<file path="src/rtl/cirq_pkg.sv">
package cirq_pkg;
  typedef enum logic [1:0] {
    TRG_HIGH = 2'd0,
    TRG_RISE = 2'd1,
    TRG_FALL = 2'd2,
    TRG_LOW  = 2'd3
  } trig_e;

  localparam logic [7:0] HW_VERSION = 8'h01;
endpackage

</file>
<file path="src/rtl/cirq_src_gate.sv">
module cirq_src_gate
  import cirq_pkg::*;
#(
  parameter int NUM_SRC = 16,
  parameter int ID_W    = 4
) (
  input  logic                    clk,
  input  logic                    rst_n,
  input  logic [NUM_SRC-1:0]      src_i,
  input  logic [NUM_SRC-1:0][1:0] trig_i,
  input  logic [NUM_SRC-1:0]      wr_i,
  input  logic                    wr_val_i,
  input  logic                    ack_i,
  input  logic [ID_W-1:0]         ack_id_i,
  output logic [NUM_SRC-1:0]      pend_o
);

  for (genvar g = 0; g < NUM_SRC; g++) begin : g_src
    logic  s1_q, s2_q, s3_q;
    logic  pend_q, pend_d;
    logic  edge_hit, is_edge, ack_hit;
    trig_e mode;

    assign mode    = trig_e'(trig_i[g]);
    assign is_edge = (mode == TRG_RISE) || (mode == TRG_FALL);
    assign ack_hit = ack_i && (ack_id_i == ID_W'(g));

    always_comb begin
      case (mode)
        TRG_RISE: edge_hit = s2_q & ~s3_q;
        TRG_FALL: edge_hit = ~s2_q & s3_q;
        default:  edge_hit = 1'b0;
      endcase
    end

    always_comb begin
      pend_d = pend_q;
      if (!is_edge)      pend_d = 1'b0;
      else if (edge_hit) pend_d = 1'b1;
      else if (ack_hit)  pend_d = 1'b0;
      else if (wr_i[g])  pend_d = wr_val_i;
    end

    always_ff @(posedge clk or negedge rst_n) begin
      if (!rst_n) begin
        s1_q   <= 1'b0;
        s2_q   <= 1'b0;
        s3_q   <= 1'b0;
        pend_q <= 1'b0;
      end else begin
        s1_q   <= src_i[g];
        s2_q   <= s1_q;
        s3_q   <= s2_q;
        pend_q <= pend_d;
      end
    end

    assign pend_o[g] = is_edge ? pend_q : ((mode == TRG_LOW) ? ~s2_q : s2_q);

    // an acknowledge with no new edge leaves the latched flag clear
    p_ack_clears_r3 : assert property (@(posedge clk) disable iff (!rst_n)
      (ack_hit && is_edge && !edge_hit) |=> !pend_q);
  end

endmodule

</file>
<file path="src/rtl/cirq_arbiter.sv">
module cirq_arbiter #(
  parameter int NUM_SRC = 16,
  parameter int ID_W    = 4
) (
  input  logic [NUM_SRC-1:0]      elig_i,
  input  logic [NUM_SRC-1:0][7:0] key_i,
  output logic                    valid_o,
  output logic [ID_W-1:0]         id_o,
  output logic [7:0]              key_o
);

  always_comb begin
    valid_o = 1'b0;
    id_o    = '0;
    key_o   = '0;
    for (int i = 0; i < NUM_SRC; i++) begin
      if (elig_i[i] && (!valid_o || key_i[i] >= key_o)) begin
        valid_o = 1'b1;
        id_o    = ID_W'(i);
        key_o   = key_i[i];
      end
    end
  end

endmodule

</file>
<file path="src/rtl/cirq_lvl_stack.sv">
module cirq_lvl_stack #(
  parameter int DEPTH = 8
) (
  input  logic       clk,
  input  logic       rst_n,
  input  logic       push_i,
  input  logic [7:0] push_lvl_i,
  input  logic       pop_i,
  output logic [7:0] top_lvl_o,
  output logic [7:0] below_lvl_o,
  output logic       empty_o
);

  localparam int CNT_W = $clog2(DEPTH + 2);

  logic [DEPTH-1:0][7:0] stk_q, stk_d;
  logic [CNT_W-1:0]      cnt_q, cnt_d;
  logic                  stk_en;

  assign empty_o = (cnt_q == '0);

  always_comb begin
    top_lvl_o   = '0;
    below_lvl_o = '0;
    for (int i = 0; i < DEPTH; i++) begin
      if (CNT_W'(i + 1) == cnt_q) top_lvl_o   = stk_q[i];
      if (CNT_W'(i + 2) == cnt_q) below_lvl_o = stk_q[i];
    end
  end

  always_comb begin
    stk_d  = stk_q;
    cnt_d  = cnt_q;
    stk_en = 1'b0;
    if (push_i && (cnt_q < CNT_W'(DEPTH))) begin
      stk_en = 1'b1;
      for (int i = 0; i < DEPTH; i++)
        if (CNT_W'(i) == cnt_q) stk_d[i] = push_lvl_i;
      cnt_d = cnt_q + 1'b1;
    end else if (pop_i && !empty_o) begin
      cnt_d = cnt_q - 1'b1;
    end
  end

  always_ff @(posedge clk or negedge rst_n) begin
    if (!rst_n) cnt_q <= '0;
    else        cnt_q <= cnt_d;
  end

  always_ff @(posedge clk or negedge rst_n) begin
    if (!rst_n)      stk_q <= '0;
    else if (stk_en) stk_q <= stk_d;
  end

  // nesting only ever stacks a strictly higher level
  p_push_above_top_r8 : assert property (@(posedge clk) disable iff (!rst_n)
    (push_i && !empty_o) |-> (push_lvl_i > top_lvl_o));

  // leaving a handler brings back the level underneath
  p_pop_restores_r9 : assert property (@(posedge clk) disable iff (!rst_n)
    (pop_i && !push_i) |=> (top_lvl_o == $past(below_lvl_o)));

endmodule

</file>
<file path="src/rtl/core_irq_ctrl.sv">
module core_irq_ctrl
  import cirq_pkg::*;
#(
  parameter int NUM_SRC  = 16,
  parameter int CTL_BITS = 3,
  parameter int ID_W     = $clog2(NUM_SRC),
  parameter int ADDR_W   = ID_W + 1
) (
  input  logic               clk,
  input  logic               rst_n,
  input  logic [NUM_SRC-1:0] irq_src,
  input  logic               bus_sel,
  input  logic               bus_we,
  input  logic [ADDR_W-1:0]  bus_addr,
  input  logic [31:0]        bus_wdata,
  output logic [31:0]        bus_rdata,
  output logic               irq_req,
  output logic [ID_W-1:0]    irq_id,
  output logic [7:0]         irq_lvl,
  input  logic               irq_ack,
  input  logic               irq_done,
  output logic               irq_tail
);

  localparam int FILL  = 8 - CTL_BITS;
  localparam int DEPTH = 1 << CTL_BITS;
  localparam logic [3:0] NL_MAX = 4'(CTL_BITS);
  localparam logic [31:0] INFO_WORD = 32'(HW_VERSION) | (32'(NUM_SRC) << 8)
                                    | (32'(CTL_BITS) << 21);

  // register state
  logic [NUM_SRC-1:0]               en_q, en_d;
  logic [NUM_SRC-1:0][1:0]          trig_q, trig_d;
  logic [NUM_SRC-1:0][CTL_BITS-1:0] ctl_q, ctl_d;
  logic [3:0]                       nl_q, nl_d;
  logic [7:0]                       thr_q, thr_d;

  logic                       wr_any, src_region;
  logic [NUM_SRC-1:0]         src_we;
  logic [NUM_SRC-1:0]         pend;
  logic [NUM_SRC-1:0][7:0]    ctl_full;
  logic [7:0]                 lvl_mask;
  logic                       win_valid;
  logic [ID_W-1:0]            win_id;
  logic [7:0]                 win_key, win_lvl;
  logic                       ack_eff, pop_eff;
  logic [7:0]                 act_lvl, below_lvl;
  logic                       stk_empty;
  logic                       wdata_unused;

  assign wdata_unused = ^{bus_wdata[31:16], bus_wdata[15-CTL_BITS:4]};

  assign wr_any     = bus_sel && bus_we;
  assign src_region = bus_addr[ADDR_W-1];

  for (genvar g = 0; g < NUM_SRC; g++) begin : g_dec
    assign src_we[g] = wr_any && src_region && (bus_addr[ID_W-1:0] == ID_W'(g));
    if (FILL > 0) begin : g_fill
      assign ctl_full[g] = {ctl_q[g], {FILL{1'b1}}};
    end else begin : g_nofill
      assign ctl_full[g] = ctl_q[g];
    end
  end

  // next-state for the register file
  always_comb begin
    en_d   = en_q;
    trig_d = trig_q;
    ctl_d  = ctl_q;
    nl_d   = nl_q;
    thr_d  = thr_q;
    for (int i = 0; i < NUM_SRC; i++) begin
      if (src_we[i]) begin
        en_d[i]   = bus_wdata[1];
        trig_d[i] = bus_wdata[3:2];
        ctl_d[i]  = bus_wdata[15:16-CTL_BITS];
      end
    end
    if (wr_any && !src_region) begin
      if (bus_addr[ID_W-1:0] == ID_W'(0))
        nl_d = (bus_wdata[3:0] > NL_MAX) ? NL_MAX : bus_wdata[3:0];
      if (bus_addr[ID_W-1:0] == ID_W'(2))
        thr_d = bus_wdata[7:0];
    end
  end

  always_ff @(posedge clk or negedge rst_n) begin
    if (!rst_n) begin
      en_q   <= '0;
      trig_q <= '0;
      ctl_q  <= '0;
      nl_q   <= '0;
      thr_q  <= '0;
    end else if (wr_any) begin
      en_q   <= en_d;
      trig_q <= trig_d;
      ctl_q  <= ctl_d;
      nl_q   <= nl_d;
      thr_q  <= thr_d;
    end
  end

  // read mux
  always_comb begin
    bus_rdata = '0;
    if (src_region) begin
      for (int i = 0; i < NUM_SRC; i++) begin
        if (bus_addr[ID_W-1:0] == ID_W'(i))
          bus_rdata = {16'b0, ctl_full[i], 4'b0, trig_q[i], en_q[i], pend[i]};
      end
    end else begin
      case (bus_addr[ID_W-1:0])
        ID_W'(0): bus_rdata = {28'b0, nl_q};
        ID_W'(1): bus_rdata = INFO_WORD;
        ID_W'(2): bus_rdata = {24'b0, thr_q};
        default:  bus_rdata = '0;
      endcase
    end
  end

  cirq_src_gate #(.NUM_SRC(NUM_SRC), .ID_W(ID_W)) i_gate (
    .clk      (clk),
    .rst_n    (rst_n),
    .src_i    (irq_src),
    .trig_i   (trig_q),
    .wr_i     (src_we),
    .wr_val_i (bus_wdata[0]),
    .ack_i    (ack_eff),
    .ack_id_i (win_id),
    .pend_o   (pend)
  );

  cirq_arbiter #(.NUM_SRC(NUM_SRC), .ID_W(ID_W)) i_arb (
    .elig_i  (pend & en_q),
    .key_i   (ctl_full),
    .valid_o (win_valid),
    .id_o    (win_id),
    .key_o   (win_key)
  );

  assign lvl_mask = 8'hFF >> nl_q;
  assign win_lvl  = win_key | lvl_mask;

  cirq_lvl_stack #(.DEPTH(DEPTH)) i_stack (
    .clk         (clk),
    .rst_n       (rst_n),
    .push_i      (ack_eff),
    .push_lvl_i  (win_lvl),
    .pop_i       (pop_eff),
    .top_lvl_o   (act_lvl),
    .below_lvl_o (below_lvl),
    .empty_o     (stk_empty)
  );

  assign irq_req  = win_valid && (win_lvl > thr_q) && (win_lvl > act_lvl);
  assign irq_id   = win_id;
  assign irq_lvl  = win_lvl;
  assign ack_eff  = irq_ack && irq_req && !irq_done;
  assign pop_eff  = irq_done && !stk_empty;
  assign irq_tail = pop_eff && win_valid && (win_lvl > thr_q) && (win_lvl > below_lvl);

  // the stored level-bit count never exceeds the implemented width
  p_nl_clamp_r4 : assert property (@(posedge clk) disable iff (!rst_n)
    nl_q <= NL_MAX);

  // the arbiter only names a source that is both pending and enabled
  p_win_eligible_r6 : assert property (@(posedge clk) disable iff (!rst_n)
    win_valid |-> (pend[win_id] && en_q[win_id]));

  // an accepted request becomes the active level one cycle later
  p_ack_sets_active_r8 : assert property (@(posedge clk) disable iff (!rst_n)
    ack_eff |=> (act_lvl == $past(win_lvl)));

endmodule

</file>
<file path="config.mk">
export PLATFORM = sky130hd
export DESIGN_NAME = core_irq_ctrl
export DESIGN_NICKNAME = d
export VERILOG_FILES = /design/src/rtl/cirq_pkg.sv /design/src/rtl/cirq_src_gate.sv /design/src/rtl/cirq_arbiter.sv /design/src/rtl/cirq_lvl_stack.sv /design/src/rtl/core_irq_ctrl.sv
export SDC_FILE = /design/constraint.sdc
export NUM_CORES = 1
export LEC_CHECK = 0
export CAP_MARGIN = 20
export CORE_ASPECT_RATIO = 0.9
export CORE_MARGIN = 2
export CORE_UTILIZATION = 35
export DETAILED_ROUTE_END_ITERATION = 10
export PLACE_DENSITY = 0.52
export SYNTH_ARGS = -nofsm -noshare
export SYNTH_HDL_FRONTEND = slang
export SYNTH_SLANG_ARGS = --single-unit
</file>
<file path="constraint.sdc">
create_clock -name clk -period 70.7 [get_ports clk]
set_input_delay 10.605 -clock clk [delete_from_list [all_inputs] [get_ports clk]]
set_output_delay 10.605 -clock clk [all_outputs]
set_load 0.05 [all_outputs]
</file>
==> key figures, run 1 <==
Worst setup path
  – Reg-to-reg startpoint: trig_q[1]
  – Cell mode on critical path: ha_1
  – Reg2reg path depth: 118
  – R2R Setup Slk: 42.75 ns
  – CP required: 60.09 ns
  – Worst path max stage delay: 0.87 ns
  – Slowest CP cell: clkdlybuf4s50_1
  – Worst setup path category: flop to output port
  – Largest driver fanout on the critical path: 14
  – CP Capture Type: output port
  – Reg-to-reg endpoint: i_stack.stk_q[13]
  – Setup crit start kind: flop
  – Critical Path AT: 27.85 ns

Clock tree
  – PostCTS Resize Cnt: 0
  – Setup Buffers After CTS: 0
  – Hold Buf Count CTS: 0
  – CTS tree: done
  – # clock sinks: 240
  – Clock transition at path regs: 0.06 ns
  – Clock Latency Late Sink: 0.56 ns
  – H-tree levels: 1
  – Max Buffers Root-to-Sink: 3
  – Root Buffer: clkbuf_16
  – Num CTS Buffers: 28

Drt
  – Post-Route WL: 45100 um
  – Drt wl/cell: 20.7 um
  – Drt first-iter violations: 835
  – Detail Route Antenna Nets: 0
  – Vias: 12.2k
  – Total DRC errors in the routed layout: 0
  – Pre-Repair DR Iteration Count: 6
  – Via-per-instance ratio: 5.63

Finish
  – # diodes: 0
  – Synth-to-Final Area Change: 14.2%
  – Post-route insts no fill: 2173
  – Core Util, Final: 40.3%
  – Fin nets: 1765
  – Share of cells above drive strength 1: 13.7%

Timing
  – Period utilization: 54.4%
  – Setup Skew: 0.0142 ns
  – Count of final setup violators: 0
  – Unrepaired setup endpoints after global routing: no
  – Slew Limit Fails: 0
  – Final hold vios: 0
  – F_max: 26.0 MHz
  – Setup TNS: 0 ns
  – Slew headroom: 30.0%
  – Tmin final: 38.45 ns
  – Slew @ Worst Pin: 1.05 ns

Hold path
  – Min-delay src: i_gate.g_src[1].s1_q
  – Hold/Removal Path Class: flop to flop
  – Hold path cells: 0
  – WHS Endpoint: i_gate.g_src[1].s2_q

Synth
  – Synth Cell Area: 15100 sq um
  – Most used DFF post-synth: dfrtp_1
  – Ys async rst share: 100%
  – Synth cell types: 88
  – Number of synthesized flops with an enable pin: 0
  – Syn Area/Cell: 9.76 sq um
  – Synth Instances: 1548
  – Synth Warn #: 0
  – Seq cells post-synth: 240
  – Sequential area share after synthesis: 39.8%

Global routing
  – Largest net degree at the start of global routing: 113
  – Number of global-route vias before repair: 12.0k
  – GRT overflow: 0
  – Overall Global Routing Usage: 20.1%
  – Initial antenna violation count: 0
  – First-pass GRT wire length: 70400 um

Pwr
  – Worst VDD drop: 0.0262 mV
  – Power Density: 33.2 nW/um^2
  – Final Power: 0.573 mW
  – Leakage: 7.74 nW

Placement
  – Placed insts: 2121
  – GPL Wtd Cong: 0.870
  – DP Wirelength: 33500 um
  – IO buf count: 69

Die
  – DIE WIDTH: 223 um
  – Die ar.: 44800 sq um
  – Row cnt: 72
  – Core Region: 42800 sq um
  – Die H: 201 um
  – Top Ports: 105
  – Starting density of the core: 35.3%

Run
  – Maxcap violations: 0

Run status
  – Outcome: complete, no violations
## where the power goes
part | internal (mW) | switching [mW]
clock network | 0.0923 | 0.0597
logic | 0.0888 | 0.145
registers | 0.163 | 0.0240
## routing by layer
metal / vias to the layer above / track usage, % / wire [um]
met5: - / 0 / 0
met4: 0 / 6.11 / 1190
met3: 70 / 3.43 / 2400
met2: 317 / 30.6 / 19600
met1: 6111 / 29.0 / 21900
li1: 5739 / - / -
## sequential cells by signal, summed over array words and instances (netlist names), 16 cells and up
name	flops
i_stack.stk_q	64
ctl_full	48
trig_q	32
en_q	16
i_gate.g_src.pend_q	16
i_gate.g_src.s1_q	16
i_gate.g_src.s2_q	16
i_gate.g_src.s3_q	16
## cells in the mapped netlist (7+ instances only)
cell type / n / area (sq um)
a211oi_1: 16 / 120
a21boi_0: 7 / 52.6
a21o_1: 18 / 135
a21oi_1: 82 / 410
a221oi_1: 18 / 158
a222oi_1: 10 / 100
a22oi_1: 36 / 270
a31o_2: 11 / 96.3
a31oi_1: 21 / 131
a41o_1: 7 / 70.1
and2_1: 21 / 131
buf_1: 7 / 26.3
buf_4: 19 / 143
clkbuf_1: 45 / 169
dfrtp_1: 240 / 6010
ha_1: 109 / 1360
inv_1: 89 / 334
mux2_2: 107 / 1200
mux2i_1: 25 / 250
nand2_1: 125 / 469
nand2b_1: 56 / 350
nand3_1: 20 / 100
nand3b_1: 31 / 233
nand4_1: 9 / 56.3
nor2_1: 86 / 323
nor2b_1: 24 / 150
nor3_1: 16 / 80.1
nor4_1: 9 / 56.3
o211ai_1: 26 / 195
o21ai_0: 96 / 480
o22ai_1: 8 / 50.1
o31ai_1: 9 / 67.6
or2_2: 15 / 93.8
xnor2_1: 18 / 158
## worst max-delay path by stage
| stage | slack [ns] | startpoint | end |
|---|---|---|---|
| after detailed placement | 33.15 | trig_q[0] | irq_tail |
| after global placement | 33.39 | trig_q[0] | irq_tail |
| after global routing | 30.13 | trig_q[0] | irq_tail |
| after floorplan | 36.05 | trig_q[0] | irq_tail |
| final | 32.25 | trig_q[1] | irq_tail |
| after CTS | 32.41 | trig_q[0] | irq_tail |
## cells by family after synthesis
logic type,share of synthesized area [%]
xor+xnor,1.04
other cells,0.0248
fa+ha+maj,9.10
simple gates,15.5
mux,9.93
compound gates,20.0
buf+inv,4.69
flops,39.8
## worst max-delay path, delay by kind of cell, from the launching register on
| family | cells | cell delay [ns] |
|---|---|---|
| flops | 1 | 0.45 |
| buf+inv | 7 | 1.84 |
| fa+ha+maj | 17 | 4.71 |
| mux | 6 | 2.10 |
| compound gates | 50 | 12.55 |
| simple gates | 36 | 5.58 |
## per-stage QoR
stage	cell area (sq um)	setup WS, ns	hold WS, ns
after global routing	17300	30.13	0.344
after detailed placement	16300	33.15	0.336
after CTS	17300	32.41	0.337
final	17300	32.25	0.337
after floorplan	15200	36.05	0.331
after global placement	16300	33.39	0.336
## final cells by class
cell class,count,area [sq um]
Tap cell,555,694
Timing Repair Buffer,83,798
Sequential cell,240,6010
Clock buffer,42,875
Clock inverter,9,104
Multi-Input combinational cell,1155,8440
Fill cell,4162,25500
Inverter,89,334
## placed cells by master (no fill, tap or decap), types with 10 or more instances in the layout
master and n:
a211oi_1 16, a21o_1 18, a21oi_1 82, a221oi_1 18, a222oi_1 10, a22oi_1 36, a31o_2 11, a31oi_1 21
and2_1 21, buf_4 13, clkbuf_16 29, clkbuf_8 10, clkdlybuf4s50_1 68, conb_1 14, dfrtp_1 240, ha_1 109
inv_1 89, mux2_2 107, mux2i_1 25, nand2_1 125, nand2b_1 56, nand3_1 20, nand3b_1 31, nor2_1 86
nor2b_1 24, nor3_1 16, o211ai_1 26, o21ai_0 96, or2_2 15, xnor2_1 18
No activity file was read; power rests on OpenSTA's default activity.
==> run 2: changes to the inputs <==
PLACE_DENSITY = 0.54   (was 0.52)
clock period = 32.6 ns   (was 70.7 ns; I/O delays follow)
==> key figures, run 2 (synthesis gave the netlist of run 1 again) <==
Placement
  – DP Wirelength: 33000 um
  – IO buf count: 69
  – Placed insts: 2122
  – GPL Wtd Cong: 0.865

Timing
  – Final hold vios: 0
  – Count of final setup violators: 0
  – F_max: 33.0 MHz
  – Setup TNS: 0 ns
  – Slew headroom: 27.6%
  – Slew @ Worst Pin: 1.08 ns
  – Slew Limit Fails: 0
  – Setup Skew: 0.0240 ns
  – Period utilization: 93.0%
  – Tmin final: 30.30 ns

Worst setup path
  – CP required: 27.71 ns
  – CP Capture Point: irq_tail
  – Worst setup startpoint: trig_q[0]
  – Reg2reg path depth: 120
  – Setup crit start kind: flop
  – R2R Setup Slk: 6.48 ns
  – Reg-to-reg startpoint: trig_q[0]
  – Reg-to-reg endpoint: i_stack.stk_q[14]
  – Worst path max stage delay: 0.42 ns
  – Cell mode on critical path: ha_1
  – CP Capture Type: output port
  – Slowest CP cell: dfrtp_1
  – Largest driver fanout on the critical path: 14
  – Worst setup path category: flop to output port
  – Critical Path AT: 25.41 ns

Pwr
  – Final Power: 1.22 mW
  – Power Density: 71.1 nW/um^2
  – Flop pwr share: 33.1%
  – Comb pwr share: 41.5%
  – Net Switching: 0.493 mW
  – Worst VDD drop: 0.0451 mV
  – Int Pwr: 0.731 mW
  – Leakage: 7.73 nW
  – Switching Share: 40.3%
  – Clock network fraction of design power: 25.4%

Drt
  – Post-Route WL: 44200 um
  – Drt first-iter violations: 917
  – Total DRC errors in the routed layout: 0
  – Via-per-instance ratio: 5.59
  – Drt wl/cell: 20.3 um
  – Detail Route Antenna Nets: 0
  – Pre-Repair DR Iteration Count: 5
  – Vias: 12.1k

Clock tree
  – Max Buffers Root-to-Sink: 3
  – Num CTS Buffers: 27
  – CTS tree: done
  – Root Buffer: clkbuf_16
  – # clock sinks: 240
  – Clock Latency Late Sink: 0.56 ns
  – Clock transition at path regs: 0.06 ns
  – H-tree levels: 1

Global routing
  – First-pass GRT wire length: 70000 um
  – Number of global-route vias before repair: 11.9k
  – Largest net degree at the start of global routing: 111
  – Initial antenna violation count: 0
  – GRT overflow: 0
  – Overall Global Routing Usage: 19.8%

Finish
  – Max reg flops: 64
  – Register area: 6010 sq um
  – Multi-input gate area: 8480 sq um
  – Most frequent cells in the layout: dfrtp_1 (240), nand2_1 (125), ha_1 (109)
  – Synth-to-Final Area Change: 14.1%
  – FILL cells: 4188
  – Largest reg by FF count: i_stack.stk_q
  – Fin nets: 1767
  – Most common cell after layout, fill and taps aside: dfrtp_1
  – # diodes: 0
  – Share of cells above drive strength 1: 14.2%
  – Post-route insts no fill: 2173

Die
  – Row cnt: 72
  – Core Region: 42800 sq um
  – Starting density of the core: 35.3%
  – Die H: 201 um
  – DIE WIDTH: 223 um
  – Die ar.: 44800 sq um
  – Top Ports: 105

Hold path
  – Hold path cells: 0
  – Hold/Removal Path Class: flop to flop

Run status
  – Outcome: complete, no violations

Run
  – Maxcap violations: 0
==> run 2: per-layer routing <==
layer	part of all wire (%)	vias to the layer above	routed length, um	global-route usage [%]
li1	-	5737	-	-
met1	49	6016	21500	29.3
met2	44	332	19400	30.4
met3	5.5	57	2420	2.34
met4	2.0	0	902	5.68
met5	0	-	0	0
==> run 2: how the worst min path moves through the flow <==
stage	startpoint	slack, ns	end
after floorplan	i_gate.g_src[0].s1_q	0.33	i_gate.g_src[0].s2_q
after global placement	i_gate.g_src[2].s1_q	0.33	i_gate.g_src[2].s2_q
after detailed placement	i_gate.g_src[13].s1_q	0.33	i_gate.g_src[13].s2_q
after CTS	i_gate.g_src[13].s1_q	0.35	i_gate.g_src[13].s2_q
after global routing	i_gate.g_src[8].s1_q	0.35	i_gate.g_src[8].s2_q
final	i_gate.g_src[2].s1_q	0.35	i_gate.g_src[2].s2_q
==> run 2: power by group through the flow <==
stage	logic (mW)	clock network, mW	registers, mW
global route	0.565	0.332	0.414
CTS	0.506	0.319	0.405
detailed placement	0.503	0	0.410
floorplan	0.361	0	0.392
global placement	0.497	0	0.408
finish	0.508	0.311	0.405
==> run 2: cell type report <==
cell class                      count  area share (%)
Inverter                           89            1.94
Sequential cell                   240            34.9
Timing Repair Buffer               86            4.71
Tap cell                          555            4.03
Clock inverter                     15           0.937
Clock buffer                       33            4.28
Multi-Input combinational cell   1155            49.2
==> run 2: stage by stage <==
step | utilization (%) | setup slack [ns] | cell area (sq um) | hold WS (ns)
4_1_cts | 40.1 | 0.450 | 17200 | 0.348
3_3_place_gp | 38.0 | 1.38 | 16300 | 0.334
6_report | 40.3 | 2.30 | 17200 | 0.347
5_1_grt | 40.3 | -0.00689 | 17200 | 0.354
2_1_floorplan | - | 3.66 | 15200 | 0.331
3_5_place_dp | 38.0 | 1.16 | 16300 | 0.335
==> run 2: critical path, delay by kind of cell, from the launching register on <==
| kind | cells | cell delay, ns |
|---|---|---|
| multiplexers | 6 | 2.12 |
| AO/OA/AOI/OAI | 52 | 11.43 |
| adder cells (fa/ha/maj) | 17 | 4.57 |
| buffers and inverters | 7 | 1.05 |
| flip-flops | 1 | 0.42 |
| AND/OR/NAND/NOR | 35 | 5.23 |
==> run 2: timing repair <==
action / CTS / global route
setup buffers: 0 / 2
hold buffers: 0 / 0
endpoints found under the hold margin: 0 / 0
resized for setup: 0 / 13
setup endpoints to repair: 0 / 9
